## src/rtl/irqvec_pkg.sv

```systemverilog
package irqvec_pkg;
  // strobes from control to datapath
  typedef struct packed {
    logic loadVec;    // capture winner into request/vector registers
    logic loadReset;  // present the reset vector
    logic dropReq;    // end the current request
    logic clearSel;   // clear the pending flag of the held source
  } vecCtrl_t;
endpackage

```

## src/rtl/irqVecDatapath.sv

```systemverilog
module irqVecDatapath
  import irqvec_pkg::*;
#(
  parameter int NUM_SRC  = 20,
  parameter int ADDR_W   = 16,
  parameter int VEC_STEP = 2
) (
  input  logic               clk,
  input  logic               rstN,
  input  logic [NUM_SRC-1:0] irqSet,
  input  logic [NUM_SRC-1:0] irqEn,
  input  logic               gieIn,
  input  vecCtrl_t           ctrl,
  output logic               anyEligible,
  output logic               intReq,
  output logic [ADDR_W-1:0]  intVec,
  output logic [NUM_SRC-1:0] pending
);
  localparam int IDX_W = (NUM_SRC > 1) ? $clog2(NUM_SRC) : 1;

  logic [NUM_SRC-1:0] eligible;
  logic [IDX_W-1:0]   winIdx;
  logic [IDX_W-1:0]   selIdx;

  function automatic logic [ADDR_W-1:0] vecOf(input logic [IDX_W-1:0] idx);
    return ADDR_W'((int'(idx) + 1) * VEC_STEP);
  endfunction

  // pending flag per source; a new set beats a same-cycle clear
  for (genvar i = 0; i < NUM_SRC; i++) begin : gPend
    logic clrBit;
    assign clrBit = ctrl.clearSel && (selIdx == IDX_W'(i));
    always_ff @(posedge clk or negedge rstN) begin
      if (!rstN)            pending[i] <= 1'b0;
      else if (irqSet[i])   pending[i] <= 1'b1;
      else if (clrBit)      pending[i] <= 1'b0;
    end
  end

  assign eligible    = pending & irqEn & {NUM_SRC{gieIn}};
  assign anyEligible = |eligible;

  // fixed priority: lowest index wins
  always_comb begin
    winIdx = '0;
    for (int i = NUM_SRC - 1; i >= 0; i--) begin
      if (eligible[i]) winIdx = IDX_W'(i);
    end
  end

  always_ff @(posedge clk or negedge rstN) begin
    if (!rstN) begin
      intReq <= 1'b0;
      intVec <= '0;
      selIdx <= '0;
    end else if (ctrl.loadReset) begin
      intReq <= 1'b1;
      intVec <= '0;
    end else if (ctrl.dropReq) begin
      intReq <= 1'b0;
    end else if (ctrl.loadVec) begin
      intReq <= 1'b1;
      intVec <= vecOf(winIdx);
      selIdx <= winIdx;
    end
  end

  // any presented vector sits on the 2-word grid inside the table
  assert_vec_in_table_R4: assert property (@(posedge clk) disable iff (!rstN)
    intReq |-> (intVec % ADDR_W'(VEC_STEP) == '0) && (intVec <= ADDR_W'(VEC_STEP * NUM_SRC)));

  // a set strobe is visible as a pending flag after the edge
  assert_set_latched_R2: assert property (@(posedge clk) disable iff (!rstN)
    (irqSet != '0) |=> ((pending & $past(irqSet)) == $past(irqSet)));
endmodule

```

## src/rtl/irqVecControl.sv

```systemverilog
module irqVecControl
  import irqvec_pkg::*;
(
  input  logic     clk,
  input  logic     rstN,
  input  logic     resetReq,
  input  logic     intAck,
  input  logic     intRet,
  input  logic     gieWe,
  input  logic     gieWd,
  input  logic     anyEligible,
  input  logic     reqHeld,
  output vecCtrl_t ctrl,
  output logic     gie
);
  logic holdIsReset;
  logic ackTaken;

  assign ackTaken = reqHeld && intAck && !resetReq;

  always_comb begin
    ctrl = '0;
    if (resetReq) begin
      ctrl.loadReset = 1'b1;
    end else if (reqHeld) begin
      if (intAck) begin
        ctrl.dropReq  = 1'b1;
        ctrl.clearSel = !holdIsReset;
      end
    end else if (anyEligible) begin
      ctrl.loadVec = 1'b1;
    end
  end

  always_ff @(posedge clk or negedge rstN) begin
    if (!rstN) begin
      gie         <= 1'b0;
      holdIsReset <= 1'b0;
    end else begin
      if (resetReq || ackTaken) gie <= 1'b0;
      else if (intRet)          gie <= 1'b1;
      else if (gieWe)           gie <= gieWd;

      if (resetReq)          holdIsReset <= 1'b1;
      else if (ctrl.loadVec) holdIsReset <= 1'b0;
    end
  end

  // a return strobe restores the global enable unless overridden
  assert_ret_sets_gie_R9: assert property (@(posedge clk) disable iff (!rstN)
    (intRet && !resetReq && !(reqHeld && intAck)) |=> gie);

  // an accepted acknowledge drops the global enable
  assert_ack_clears_gie_R7: assert property (@(posedge clk) disable iff (!rstN)
    ackTaken |=> !gie);
endmodule

```

## src/rtl/irqVecGen.sv

```systemverilog
module irqVecGen
  import irqvec_pkg::*;
#(
  parameter int NUM_SRC  = 20,
  parameter int ADDR_W   = 16,
  parameter int VEC_STEP = 2
) (
  input  logic               clk,
  input  logic               rstN,
  input  logic [NUM_SRC-1:0] irqSet,
  input  logic [NUM_SRC-1:0] irqEn,
  input  logic               resetReq,
  input  logic               intAck,
  input  logic               intRet,
  input  logic               gieWe,
  input  logic               gieWd,
  output logic               intReq,
  output logic [ADDR_W-1:0]  intVec,
  output logic               gie,
  output logic [NUM_SRC-1:0] pending
);
  vecCtrl_t ctrl;
  logic     anyEligible;

  irqVecControl uCtrl (
    .clk(clk), .rstN(rstN), .resetReq(resetReq), .intAck(intAck),
    .intRet(intRet), .gieWe(gieWe), .gieWd(gieWd),
    .anyEligible(anyEligible), .reqHeld(intReq), .ctrl(ctrl), .gie(gie)
  );

  irqVecDatapath #(.NUM_SRC(NUM_SRC), .ADDR_W(ADDR_W), .VEC_STEP(VEC_STEP)) uDp (
    .clk(clk), .rstN(rstN), .irqSet(irqSet), .irqEn(irqEn), .gieIn(gie),
    .ctrl(ctrl), .anyEligible(anyEligible), .intReq(intReq),
    .intVec(intVec), .pending(pending)
  );

  // a held request and its vector do not move until acknowledged
  assert_hold_stable_R6: assert property (@(posedge clk) disable iff (!rstN)
    (intReq && !intAck && !resetReq) |=> (intReq && $stable(intVec)));

  // acknowledge ends the request
  assert_ack_drops_req_R7: assert property (@(posedge clk) disable iff (!rstN)
    (intReq && intAck && !resetReq) |=> !intReq);

  // reset request always wins with vector zero
  assert_reset_vector_R10: assert property (@(posedge clk) disable iff (!rstN)
    resetReq |=> (intReq && intVec == '0 && !gie));

  // nothing is requested from idle while the global enable is off
  assert_no_req_without_gie_R3: assert property (@(posedge clk) disable iff (!rstN)
    (!intReq && !resetReq && !gie) |=> !intReq);
endmodule

```

## config.mk

```make
export PLATFORM = sky130hd
export DESIGN_NAME = irqVecGen
export DESIGN_NICKNAME = d
export VERILOG_FILES = /design/src/rtl/irqvec_pkg.sv /design/src/rtl/irqVecDatapath.sv /design/src/rtl/irqVecControl.sv /design/src/rtl/irqVecGen.sv
export SDC_FILE = /design/constraint.sdc
export NUM_CORES = 1
export LEC_CHECK = 0
export BUFFER_PORTS_ARGS = -buffer_cell sky130_fd_sc_hd__buf_4
export CORE_MARGIN = 2
export CORE_UTILIZATION = 47
export CTS_CLUSTER_DIAMETER = 100
export CTS_CLUSTER_SIZE = 10
export DETAILED_ROUTE_END_ITERATION = 8
export PLACE_DENSITY = 0.83
export RECOVER_POWER = 50
export SKIP_LAST_GASP = 1
export SYNTH_ARGS = -nofsm -noshare
export SYNTH_HDL_FRONTEND = slang
export SYNTH_SLANG_ARGS = --single-unit
```

## constraint.sdc

```tcl
create_clock -name clk -period 2.72 [get_ports clk]
set_input_delay 0.408 -clock clk [delete_from_list [all_inputs] [get_ports clk]]
set_output_delay 0.408 -clock clk [all_outputs]
set_load 0.02 [all_outputs]
```

==> summary.txt, run 1 <==
Setup path
  – Worst Path Max Fanout: 20
  – Crit Path Category: reg -> reg
  – CP arrival: 2.53 ns
  – Startpoint types: flop
  – Worst r2r src: uCtrl.gie$_DFFE_PN0P_
  – Crit path capture type: flop
  – Worst r2r dst: uDp.intVec[3]$_DFFE_PN0P_
  – Req. time, crit path: 2.93 ns
  – R2R depth: 8
  – R2r setup slk: 0.40 ns

Power and ir drop
  – Pwr dens: 518 mW/mm^2
  – Peak VDD IR: 0.303 mV
  – LEAKAGE: 1.09 nW

STA
  – Slew @ Worst Pin: 1.80 ns
  – Slew margin rel.: -20.1%
  – Fin. Hold Viols: 0
  – Tcrit/Tclk final: 85.5%
  – Hold Slack: 0.286 ns
  – Max Freq: 430 MHz
  – Setup TNS: 0 ns
  – Unrepaired setup endpoints after global routing: false
  – Minimum clock period: 2.32 ns
  – Clk_skew: 0.00666 ns
  – Final setup fails: 0
  – Max-slew violation count: 35

Cells and area
  – Share of cells above drive strength 1: 28.2%
  – Design Area, Final: 0.00256 sq mm
  – Final #Nets: 327
  – Non-Filler Instances: 330
  – N_diodes: 0
  – Area Overhead vs Synth: 30.7%
  – Fillers: 357

Logic synthesis
  – FF+latch count, synth: 34
  – Synth Instances: 205
  – Post-synth top area share: 43.5%
  – Seq/Total Area, Yosys: 43.5%
  – Yosys Warn Count: 0
  – Mapped cell area: 0.00196 sq mm
  – Post-synth ARST share: 100%
  – Synth unique cells: 45
  – Ranking of synthesized cells by area: dfrtp_1 43%, a21o_1 7.7%, nand2_1 6.1%, a22o_1 4.0%, buf_4 3.8%
  – Yosys top cell by area: dfrtp_1
  – Syn_area_per_cell: 9.55 sq um
  – Commonest cells post-synth: 34 x dfrtp_1, 32 x nand2_1, 20 x a21o_1
  – Cell with the most instances after synthesis: dfrtp_1
  – Ys flop type: dfrtp_1
  – EDFF count, synth: 0

Global routing
  – Largest net degree at the start of global routing: 35
  – Initial antenna violation count: 0
  – GRT Total Usage: 23.0%
  – Vias in the first global route: 1697
  – Remaining Overflow, GRT: 0
  – First-pass GRT wire length: 7850 microns

Route
  – Post-Route WL: 4990 microns
  – Wire per inst: 15.1 microns
  – Drt pass-1 iters: 6
  – Vias: 1838
  – Final ANT Viol Nets: 0
  – DRC viols: 0
  – Via density: 5.57
  – 1st-iter DRT viols: 105

CTS
  – Worst-Skew Late Latency: 0.29 ns
  – Post-CTS Resized: 0
  – Clock sinks: 34
  – CTS Hold Bufs: 0
  – TritonCTS Buffers: 5
  – CTS tree: built
  – Worst-path clk slew: 0.07 ns
  – Clock buffer depth: 2
  – H-tree depth: 2
  – Post-CTS setup buffer count: 0
  – CTS root buffer: clkbuf_8

Place
  – Post-DP Area: 0.00251 sq mm
  – Dpl hpwl: 4000 microns
  – Placed Cells incl. Taps: 322
  – PortBufs: 74
  – Gpl congestion: 0.939

Floorplanning
  – Die height: 68.5 microns
  – Core Area: 0.00400 sq mm
  – Die area: 0.00470 sq mm
  – Die X: 68.5 microns
  – # rows: 23
  – Starting Density: 49.0%
  – Ports: 85

Hold path
  – Worst Hold End: uDp.pending[3]$_DFFE_PN0P_
  – HP Start: irqSet[3]
  – Hold/Removal Path Class: in -> reg
  – Hold Path Depth: 2

Run status
  – Outcome: finished, violations left
  – Failing checks: max-capacitance violations, max-slew violations

Run
  – Max cap viols: 1
==> critical path: stages (launching register included) <==
cell and delay, ns:
dfrtp_1 0.69, inv_1 0.17, o211ai_1 0.23, a31oi_1 0.11, a31oi_1 0.29, a21oi_1 0.13
ha_1 0.26, xnor2_1 0.15, a211oi_2 0.21
==> placed cells by master (no fill, tap or decap), types with 6 or more instances in the layout <==
cell	Yosys	routed
dfrtp_1	34	34
buf_4	10	60
nor2_1	11	11
conb_1	1	10
a21o_1	20	20
clkbuf_1	5	15
nand3_1	9	9
nand2_1	32	32
and2_1	6	6
o21ai_0	8	8
a22o_1	9	9
==> final cells by class <==
cell class                 count  area, sq um  area share [%]
timing repair buffer          75          507            19.8
tap                           50         62.6            2.44
multi-input combinational    161         1020            40.0
clock buffer                   5         68.8            2.69
sequential                    34          851            33.2
inverter                       2         7.51           0.293
clock inverter                 3         40.0            1.56
==> registers in the layout, summed over array words and instances, names as in the netlist <==
signal             cells
uDp.intVec             6
uCtrl.gie              1
uDp.pending           20
uDp.selIdx             5
uCtrl.holdIsReset      1
uDp.intReq             1
==> per-stage QoR <==
stage	setup WS [ns]	utilization, %	power (W)
detailed placement	0.449	62.7	0.000886
global placement	0.482	62.7	0.000877
finish	0.395	64.0	0.00133
CTS	0.423	65.4	0.00134
floorplan	0.539	-	0.000777
global route	0.155	64.0	0.00140
==> how the worst max path moves through the flow <==
| stage | startpoint | to | slack, ns | cells after the start |
|---|---|---|---|---|
| 3_3_place_gp | uCtrl.gie$_DFFE_PN0P_ | uDp.intVec[3]$_DFFE_PN0P_ | 0.48 | 8 |
| 2_1_floorplan | uCtrl.gie$_DFFE_PN0P_ | uDp.intVec[3]$_DFFE_PN0P_ | 0.54 | 10 |
| 5_1_grt | uCtrl.gie$_DFFE_PN0P_ | uDp.intVec[5]$_DFFE_PN0P_ | 0.16 | 10 |
| 4_1_cts | uCtrl.gie$_DFFE_PN0P_ | uDp.intVec[3]$_DFFE_PN0P_ | 0.42 | 8 |
| 3_5_place_dp | uCtrl.gie$_DFFE_PN0P_ | uDp.intVec[3]$_DFFE_PN0P_ | 0.45 | 8 |
| 6_report | uCtrl.gie$_DFFE_PN0P_ | uDp.intVec[3]$_DFFE_PN0P_ | 0.40 | 8 |
==> logic make-up (layout without fill, tap and decap cells) <==
family	Yosys count	count (layout)	synth area share [%]
buffers and inverters	19	85	6.01
AND/OR/NAND/NOR	77	77	19.7
flip-flops	34	34	43.5
multiplexers	4	4	2.17
XOR/XNOR	1	1	0.447
AO/OA/AOI/OAI	68	68	27.3
other	1	10	0.192
adder cells (fa/ha/maj)	1	1	0.639
==> power breakdown <==
part / switching [W] / leakage (nW) / total (W) / internal [W]
registers: 0.0000610 / 0.355 / 0.000599 / 0.000538
logic: 0.000154 / 0.680 / 0.000274 / 0.000121
clock network: 0.000184 / 0.0579 / 0.000454 / 0.000269
total: 0.000399 / 1.09 / 0.00133 / 0.000928
==> routing by layer <==
layer	global-route usage (%)	share of wire (%)
met1	30.0	41
met2	36.3	49
met3	6.17	7.7
met4	9.50	2.2
met5	0	0
Power figures use the tool's default switching activity.
==> run 2: changes to the inputs <==
--- a/config.mk
+++ b/config.mk
@@ -13,6 +13,7 @@
 export DETAILED_ROUTE_END_ITERATION = 8
 export PLACE_DENSITY = 0.83
 export RECOVER_POWER = 50
+export REMOVE_ABC_BUFFERS = 1
 export SKIP_LAST_GASP = 1
 export SYNTH_ARGS = -nofsm -noshare
 export SYNTH_HDL_FRONTEND = slang
==> summary.txt, run 2 (same netlist as run 1, synthesis figures left out) <==
Run status
  – Outcome: finished, violations left (unchanged)
  – Failing checks: max-capacitance violations, max-slew violations (unchanged)

Setup path
  – Startpoint types: flop (unchanged)
  – Worst r2r src: uCtrl.gie$_DFFE_PN0P_ (unchanged)
  – Crit path from: uCtrl.gie$_DFFE_PN0P_ (unchanged)
  – Worst r2r dst: uDp.intVec[5]$_DFFE_PN0P_ (was uDp.intVec[3]$_DFFE_PN0P_)
  – Worst Path Max Fanout: 20 (unchanged)
  – CP arrival: 2.57 ns (was 2.53 ns)
  – Crit path capture type: flop (unchanged)
  – R2r setup slk: 0.33 ns (was 0.40 ns)
  – CP endpoint: uDp.intVec[5]$_DFFE_PN0P_ (was uDp.intVec[3]$_DFFE_PN0P_)
  – Req. time, crit path: 2.90 ns (was 2.93 ns)
  – Crit Path Category: reg -> reg (unchanged)
  – R2R depth: 10 (was 8)

Place
  – Dpl hpwl: 3880 microns (was 4000 microns)
  – PortBufs: 74 (unchanged)
  – Gpl congestion: 0.942 (was 0.939)
  – Placed Cells incl. Taps: 322 (unchanged)

Route
  – Post-Route WL: 5030 microns (was 4990 microns)
  – Via density: 5.57 (about the same)
  – Drt pass-1 iters: 5 (was 6)
  – Final ANT Viol Nets: 0 (unchanged)
  – Wire per inst: 15.3 microns (was 15.1 microns)
  – Vias: 1834 (was 1838)
  – DRC viols: 0 (unchanged)
  – 1st-iter DRT viols: 125 (was 105)

Cells and area
  – Max FFs per register: 20 (unchanged)
  – Most frequent cells in the layout: 60 x buf_4, 34 x dfrtp_1, 32 x nand2_1 (unchanged)
  – Fillers: 351 (was 357)
  – Non-Filler Instances: 329 (was 330)
  – N_diodes: 0 (unchanged)
  – Share of cells above drive strength 1: 27.2% (was 28.2%)
  – Most common cell after layout, fill and taps aside: buf_4 (unchanged)
  – Largest regs: uDp.pending (20), uDp.intVec (6), uDp.selIdx (5) (unchanged)
  – Area Overhead vs Synth: 29.1% (was 30.7%)
  – Largest Register: uDp.pending (unchanged)
  – Final #Nets: 327 (unchanged)

STA
  – Tcrit/Tclk final: 88.0% (was 85.5%)
  – Unrepaired setup endpoints after global routing: false (unchanged)
  – Slew margin rel.: -20.4% (was -20.1%)
  – Max-slew violation count: 35 (unchanged)
  – Clk_skew: 0.00727 ns (was 0.00666 ns)
  – Fin. Hold Viols: 0 (unchanged)
  – Max Freq: 418 MHz (was 430 MHz)
  – Final setup fails: 0 (unchanged)
  – Minimum clock period: 2.39 ns (was 2.32 ns)
  – Setup TNS: 0 ns (unchanged)
  – Slew @ Worst Pin: 1.81 ns (was 1.80 ns)

Hold path
  – HP Start: irqSet[12] (was irqSet[3])
  – Hold/Removal Path Class: in -> reg (unchanged)

Floorplanning
  – Die height: 68.5 microns (unchanged)
  – Die area: 0.00470 sq mm (unchanged)
  – Starting Density: 49.0% (unchanged)
  – # rows: 23 (unchanged)
  – Core Area: 0.00400 sq mm (unchanged)
  – Die X: 68.5 microns (unchanged)
  – Ports: 85 (unchanged)

Power and ir drop
  – Clock power frac: 28.3% (was 34.2%)
  – Peak VDD IR: 0.350 mV (was 0.303 mV)
  – Int Pwr: 0.000834 W (was 0.000928 W)
  – Switching Share: 31.4% (was 30.1%)
  – Pwr dens: 481 mW/mm^2 (was 518 mW/mm^2)
  – Tot Pwr: 0.00122 W (was 0.00133 W)
  – NetSw: 0.000381 W (was 0.000399 W)
  – LEAKAGE: 1.07 nW (was 1.09 nW)
  – Gate power share: 22.6% (was 20.7%)
  – Flop pwr share: 49.1% (was 45.1%)

CTS
  – CTS root buffer: clkbuf_8 (unchanged)
  – Post-CTS setup buffer count: 0 (unchanged)
  – Post-CTS Resized: 0 (unchanged)
  – Clock sinks: 34 (unchanged)
  – CTS Hold Bufs: 0 (unchanged)
  – H-tree depth: 2 (unchanged)
  – Clock buffer depth: 2 (unchanged)
  – TritonCTS Buffers: 5 (unchanged)
  – CTS tree: built (unchanged)
  – Worst-path clk slew: 0.07 ns (about the same)
  – Worst-Skew Late Latency: 0.28 ns (was 0.29 ns)

Global routing
  – Vias in the first global route: 1714 (was 1697)
  – First-pass GRT wire length: 8000 microns (was 7850 microns)
  – Largest net degree at the start of global routing: 35 (unchanged)
  – GRT Total Usage: 23.1% (was 23.0%)
  – Initial antenna violation count: 0 (unchanged)
  – Remaining Overflow, GRT: 0 (unchanged)

Run
  – Max cap viols: 1 (unchanged)
run 2: changes by cell type in the layout (fill, tap and decap cells not counted):
cell and delta:
bufinv_16 -1, clkinv_2 -2, clkbuf_1 +2
run 2: worst max-delay path, stage by stage, from the launching register on:
cell,delay (ns)
dfrtp_1,0.70
inv_1,0.17
o211ai_1,0.23
a31oi_1,0.11
a31oi_1,0.29
a21oi_1,0.14
ha_1,0.27
nand2_1,0.07
nor3_1,0.07
a21oi_1,0.16
o2bb2ai_1,0.07
run 2: cell type report:
| cell class | count | area, sq um | area share, % |
|---|---|---|---|
| tap | 50 | 62.6 | 2.48 |
| inverter | 2 | 7.51 | 0.297 |
| clock buffer | 7 | 76.3 | 3.02 |
| timing repair buffer | 75 | 507 | 20.0 |
| sequential | 34 | 851 | 33.7 |
| multi-input combinational | 161 | 1020 | 40.5 |
run 2: how the worst min path moves through the flow:
stage	end	slack, ns	cells after the start
2_1_floorplan	uCtrl.gie$_DFFE_PN0P_	0.11	0
3_3_place_gp	uCtrl.gie$_DFFE_PN0P_	0.38	1
3_5_place_dp	uDp.intVec[4]$_DFFE_PN0P_	0.38	1
4_1_cts	uDp.intVec[4]$_DFFE_PN0P_	0.08	1
5_1_grt	uDp.pending[7]$_DFFE_PN0P_	0.30	2
6_report	uDp.pending[12]$_DFFE_PN0P_	0.29	2
run 2: through the flow:
step	hold slack (ns)	area [sq um]	utilization [%]	setup WS, ns
global placement	0.381	2510	62.7	0.474
floorplan	0.112	1880	-	0.653
CTS	0.0828	2580	64.6	0.359
global route	0.295	2530	63.2	0.122
finish	0.294	2530	63.2	0.325
detailed placement	0.383	2510	62.7	0.430
run 2: power by group through the flow:
stage / combinational [W] / clock [W] / sequential, W
finish: 0.000274 / 0.000344 / 0.000597
global placement: 0.000274 / 0 / 0.000603
CTS: 0.000278 / 0.000350 / 0.000595
detailed placement: 0.000275 / 0 / 0.000605
global route: 0.000303 / 0.000382 / 0.000605
floorplan: 0.000153 / 0 / 0.000599
run 2: routing by layer:
metal / up-vias / track usage, % / share of wire (%)
met4: 0 / 3.75 / 0.28
met1: 873 / 32.6 / 44
met5: - / 0 / 0
met2: 82 / 37.5 / 48
met3: 4 / 4.55 / 8.0
li1: 875 / - / -
==> run 3: changes to the inputs <==
--- a/config.mk
+++ b/config.mk
@@ -7,13 +7,15 @@
 export LEC_CHECK = 0
 export BUFFER_PORTS_ARGS = -buffer_cell sky130_fd_sc_hd__buf_4
 export CORE_MARGIN = 2
-export CORE_UTILIZATION = 47
+export CORE_UTILIZATION = 49
+export CTS_BUF_LIST = sky130_fd_sc_hd__clkbuf_8
 export CTS_CLUSTER_DIAMETER = 100
 export CTS_CLUSTER_SIZE = 10
 export DETAILED_ROUTE_END_ITERATION = 8
-export PLACE_DENSITY = 0.83
+export PLACE_DENSITY = 0.86
 export RECOVER_POWER = 50
 export REMOVE_ABC_BUFFERS = 1
+export SETUP_SLACK_MARGIN = 0.02
 export SKIP_LAST_GASP = 1
 export SYNTH_ARGS = -nofsm -noshare
 export SYNTH_HDL_FRONTEND = slang
==> summary.txt, run 3 (same netlist as run 1, synthesis figures left out) <==
Run status
  – Outcome: finished, violations left (unchanged)
  – Failing checks: max-capacitance violations, max-slew violations (unchanged)

Floorplanning
  – Starting Density: 52.3% (was 49.0%)
  – Die X: 67.2 microns (was 68.5 microns)
  – Ports: 85 (unchanged)
  – Core Area: 0.00374 sq mm (was 0.00400 sq mm)
  – Die height: 67.2 microns (was 68.5 microns)
  – Die area: 0.00452 sq mm (was 0.00470 sq mm)
  – # rows: 22 (was 23)

STA
  – Setup WS post-layout: 0.329 ns (was 0.325 ns)
  – Final setup fails: 0 (unchanged)
  – Tcrit/Tclk final: 87.9% (was 88.0%)
  – Max-slew violation count: 35 (unchanged)
  – Slew @ Worst Pin: 1.79 ns (was 1.81 ns)
  – Slew margin rel.: -19.4% (was -20.4%)
  – Clk_skew: 0.00747 ns (was 0.00727 ns)
  – Setup TNS: 0 ns (unchanged)
  – Fin. Hold Viols: 0 (unchanged)
  – Unrepaired setup endpoints after global routing: false (unchanged)
  – Minimum clock period: 2.39 ns (about the same)
  – Max Freq: 418 MHz (about the same)

Place
  – Pre-CTS setup slack: 0.416 ns (was 0.430 ns)
  – Gpl congestion: 0.812 (was 0.942)
  – Dpl hpwl: 4010 microns (was 3880 microns)
  – PortBufs: 74 (unchanged)

Global routing
  – Remaining Overflow, GRT: 0 (unchanged)
  – Initial antenna violation count: 0 (unchanged)
  – Vias in the first global route: 1788 (was 1714)
  – First-pass GRT wire length: 8310 microns (was 8000 microns)
  – Largest net degree at the start of global routing: 35 (unchanged)
  – GRT Total Usage: 24.8% (was 23.1%)

Route
  – DRC viols: 0 (unchanged)
  – Wire per inst: 15.8 microns (was 15.3 microns)
  – Post-Route WL: 5140 microns (was 5030 microns)
  – Via density: 5.71 (was 5.57)
  – Final ANT Viol Nets: 0 (unchanged)
  – 1st-iter DRT viols: 153 (was 125)
  – Drt pass-1 iters: 4 (was 5)
  – Vias: 1860 (was 1834)

Cells and area
  – Fillers: 328 (was 351)
  – Area Overhead vs Synth: 29.3% (was 29.1%)
  – Multi-input gate area: 0.00102 sq mm (unchanged)
  – Reg area: 851 sq um (unchanged)
  – Largest regs: uDp.pending (20), uDp.intVec (6), uDp.selIdx (5) (unchanged)
  – Most common cell after layout, fill and taps aside: buf_4 (unchanged)
  – Util after Layout: 67.6% (was 63.2%)
  – Max FFs per register: 20 (unchanged)
  – Share of cells above drive strength 1: 27.7% (was 27.2%)
  – Final #Nets: 327 (unchanged)
  – Largest Register: uDp.pending (unchanged)
  – Most frequent cells in the layout: 60 x buf_4, 34 x dfrtp_1, 32 x nand2_1 (unchanged)
  – N_diodes: 0 (unchanged)

Setup path
  – R2R depth: 8 (was 10)
  – Worst Path Max Fanout: 20 (unchanged)
  – CP arrival: 2.59 ns (was 2.57 ns)
  – Startpoint types: flop (unchanged)
  – Crit path capture type: flop (unchanged)
  – Crit Path Category: reg -> reg (unchanged)
  – Req. time, crit path: 2.92 ns (was 2.90 ns)

CTS
  – Worst-Skew Late Latency: 0.29 ns (was 0.28 ns)
  – Post-CTS setup buffer count: 0 (unchanged)
  – CTS Hold Bufs: 0 (unchanged)
  – Clock sinks: 34 (unchanged)
  – CTS tree: built (unchanged)
  – CTS root buffer: clkbuf_8 (unchanged)
  – Clock buffer depth: 2 (unchanged)
  – Post-CTS Resized: 0 (unchanged)
  – H-tree depth: 2 (unchanged)
  – TritonCTS Buffers: 5 (unchanged)
  – Worst-path clk slew: 0.07 ns (about the same)

Hold path
  – Hold Path Depth: 2 (unchanged)
  – Hold/Removal Path Class: in -> reg (unchanged)

Power and ir drop
  – Peak VDD IR: 0.306 mV (was 0.350 mV)
  – LEAKAGE: 1.08 nW (was 1.07 nW)
  – Pwr dens: 490 mW/mm^2 (was 481 mW/mm^2)

Run
  – Max cap viols: 1 (unchanged)
-- run 3: cell count changes in the layout (fill, tap and decap cells not counted), sizes merged --
cell and delta:
clkbuf -1
-- run 3: worst paths after layout --
kind                                            from  slack, ns                          end
max                            uCtrl.gie$_DFFE_PN0P_       0.33    uDp.intVec[3]$_DFFE_PN0P_
min                                       irqSet[15]       0.29  uDp.pending[15]$_DFFE_PN0P_
max reg2reg                    uCtrl.gie$_DFFE_PN0P_       0.33    uDp.intVec[3]$_DFFE_PN0P_
min reg2reg                uDp.intVec[6]$_DFFE_PN0P_       0.48    uDp.intVec[6]$_DFFE_PN0P_
max in group asynchronous                       rstN       1.09   uDp.pending[7]$_DFFE_PN0P_
min in group asynchronous                       rstN       0.59  uDp.pending[19]$_DFFE_PN0P_
-- run 3: metrics by stage --
step,area [sq um],total power [W],hold slack [ns],std cells
after floorplan,1880,0.000752,0.112,197
after detailed placement,2500,0.000883,0.379,320
after global routing,2530,0.00130,0.295,326
final,2530,0.00124,0.289,326
after CTS,2590,0.00125,0.0752,326
after global placement,2500,0.000874,0.377,320
-- run 3: routing by layer --
metal / vias up / GRT usage, % / share of wire [%]
met1: 884 / 33.4 / 42
met3: 12 / 5.33 / 7.5
met5: - / 0 / 0
li1: 881 / - / -
met2: 83 / 40.2 / 48
met4: 0 / 7.40 / 2.0
-- run 3: final cells by class --
| class | instances | share of cell area [%] |
|---|---|---|
| multi-input cells | 161 | 40.4 |
| clock buffers | 6 | 3.26 |
| well taps | 48 | 2.37 |
| flip-flops and latches | 34 | 33.6 |
| repair buffers | 75 | 20.0 |
| inverters | 2 | 0.297 |
-- run 3: worst max-delay path, stage by stage, from the launching register on --
cell      delay, ns
dfrtp_1        0.71
inv_1          0.19
o211ai_1       0.22
a31oi_1        0.10
a31oi_1        0.31
a21oi_1        0.14
ha_1           0.27
xnor2_1        0.14
a211oi_2       0.23
-- run 3: where the power goes --
group	switching (W)	leakage [nW]	internal, W
combinational	0.000156	0.680	0.000121
clock	0.000173	0.0431	0.000195
sequential	0.0000577	0.355	0.000538
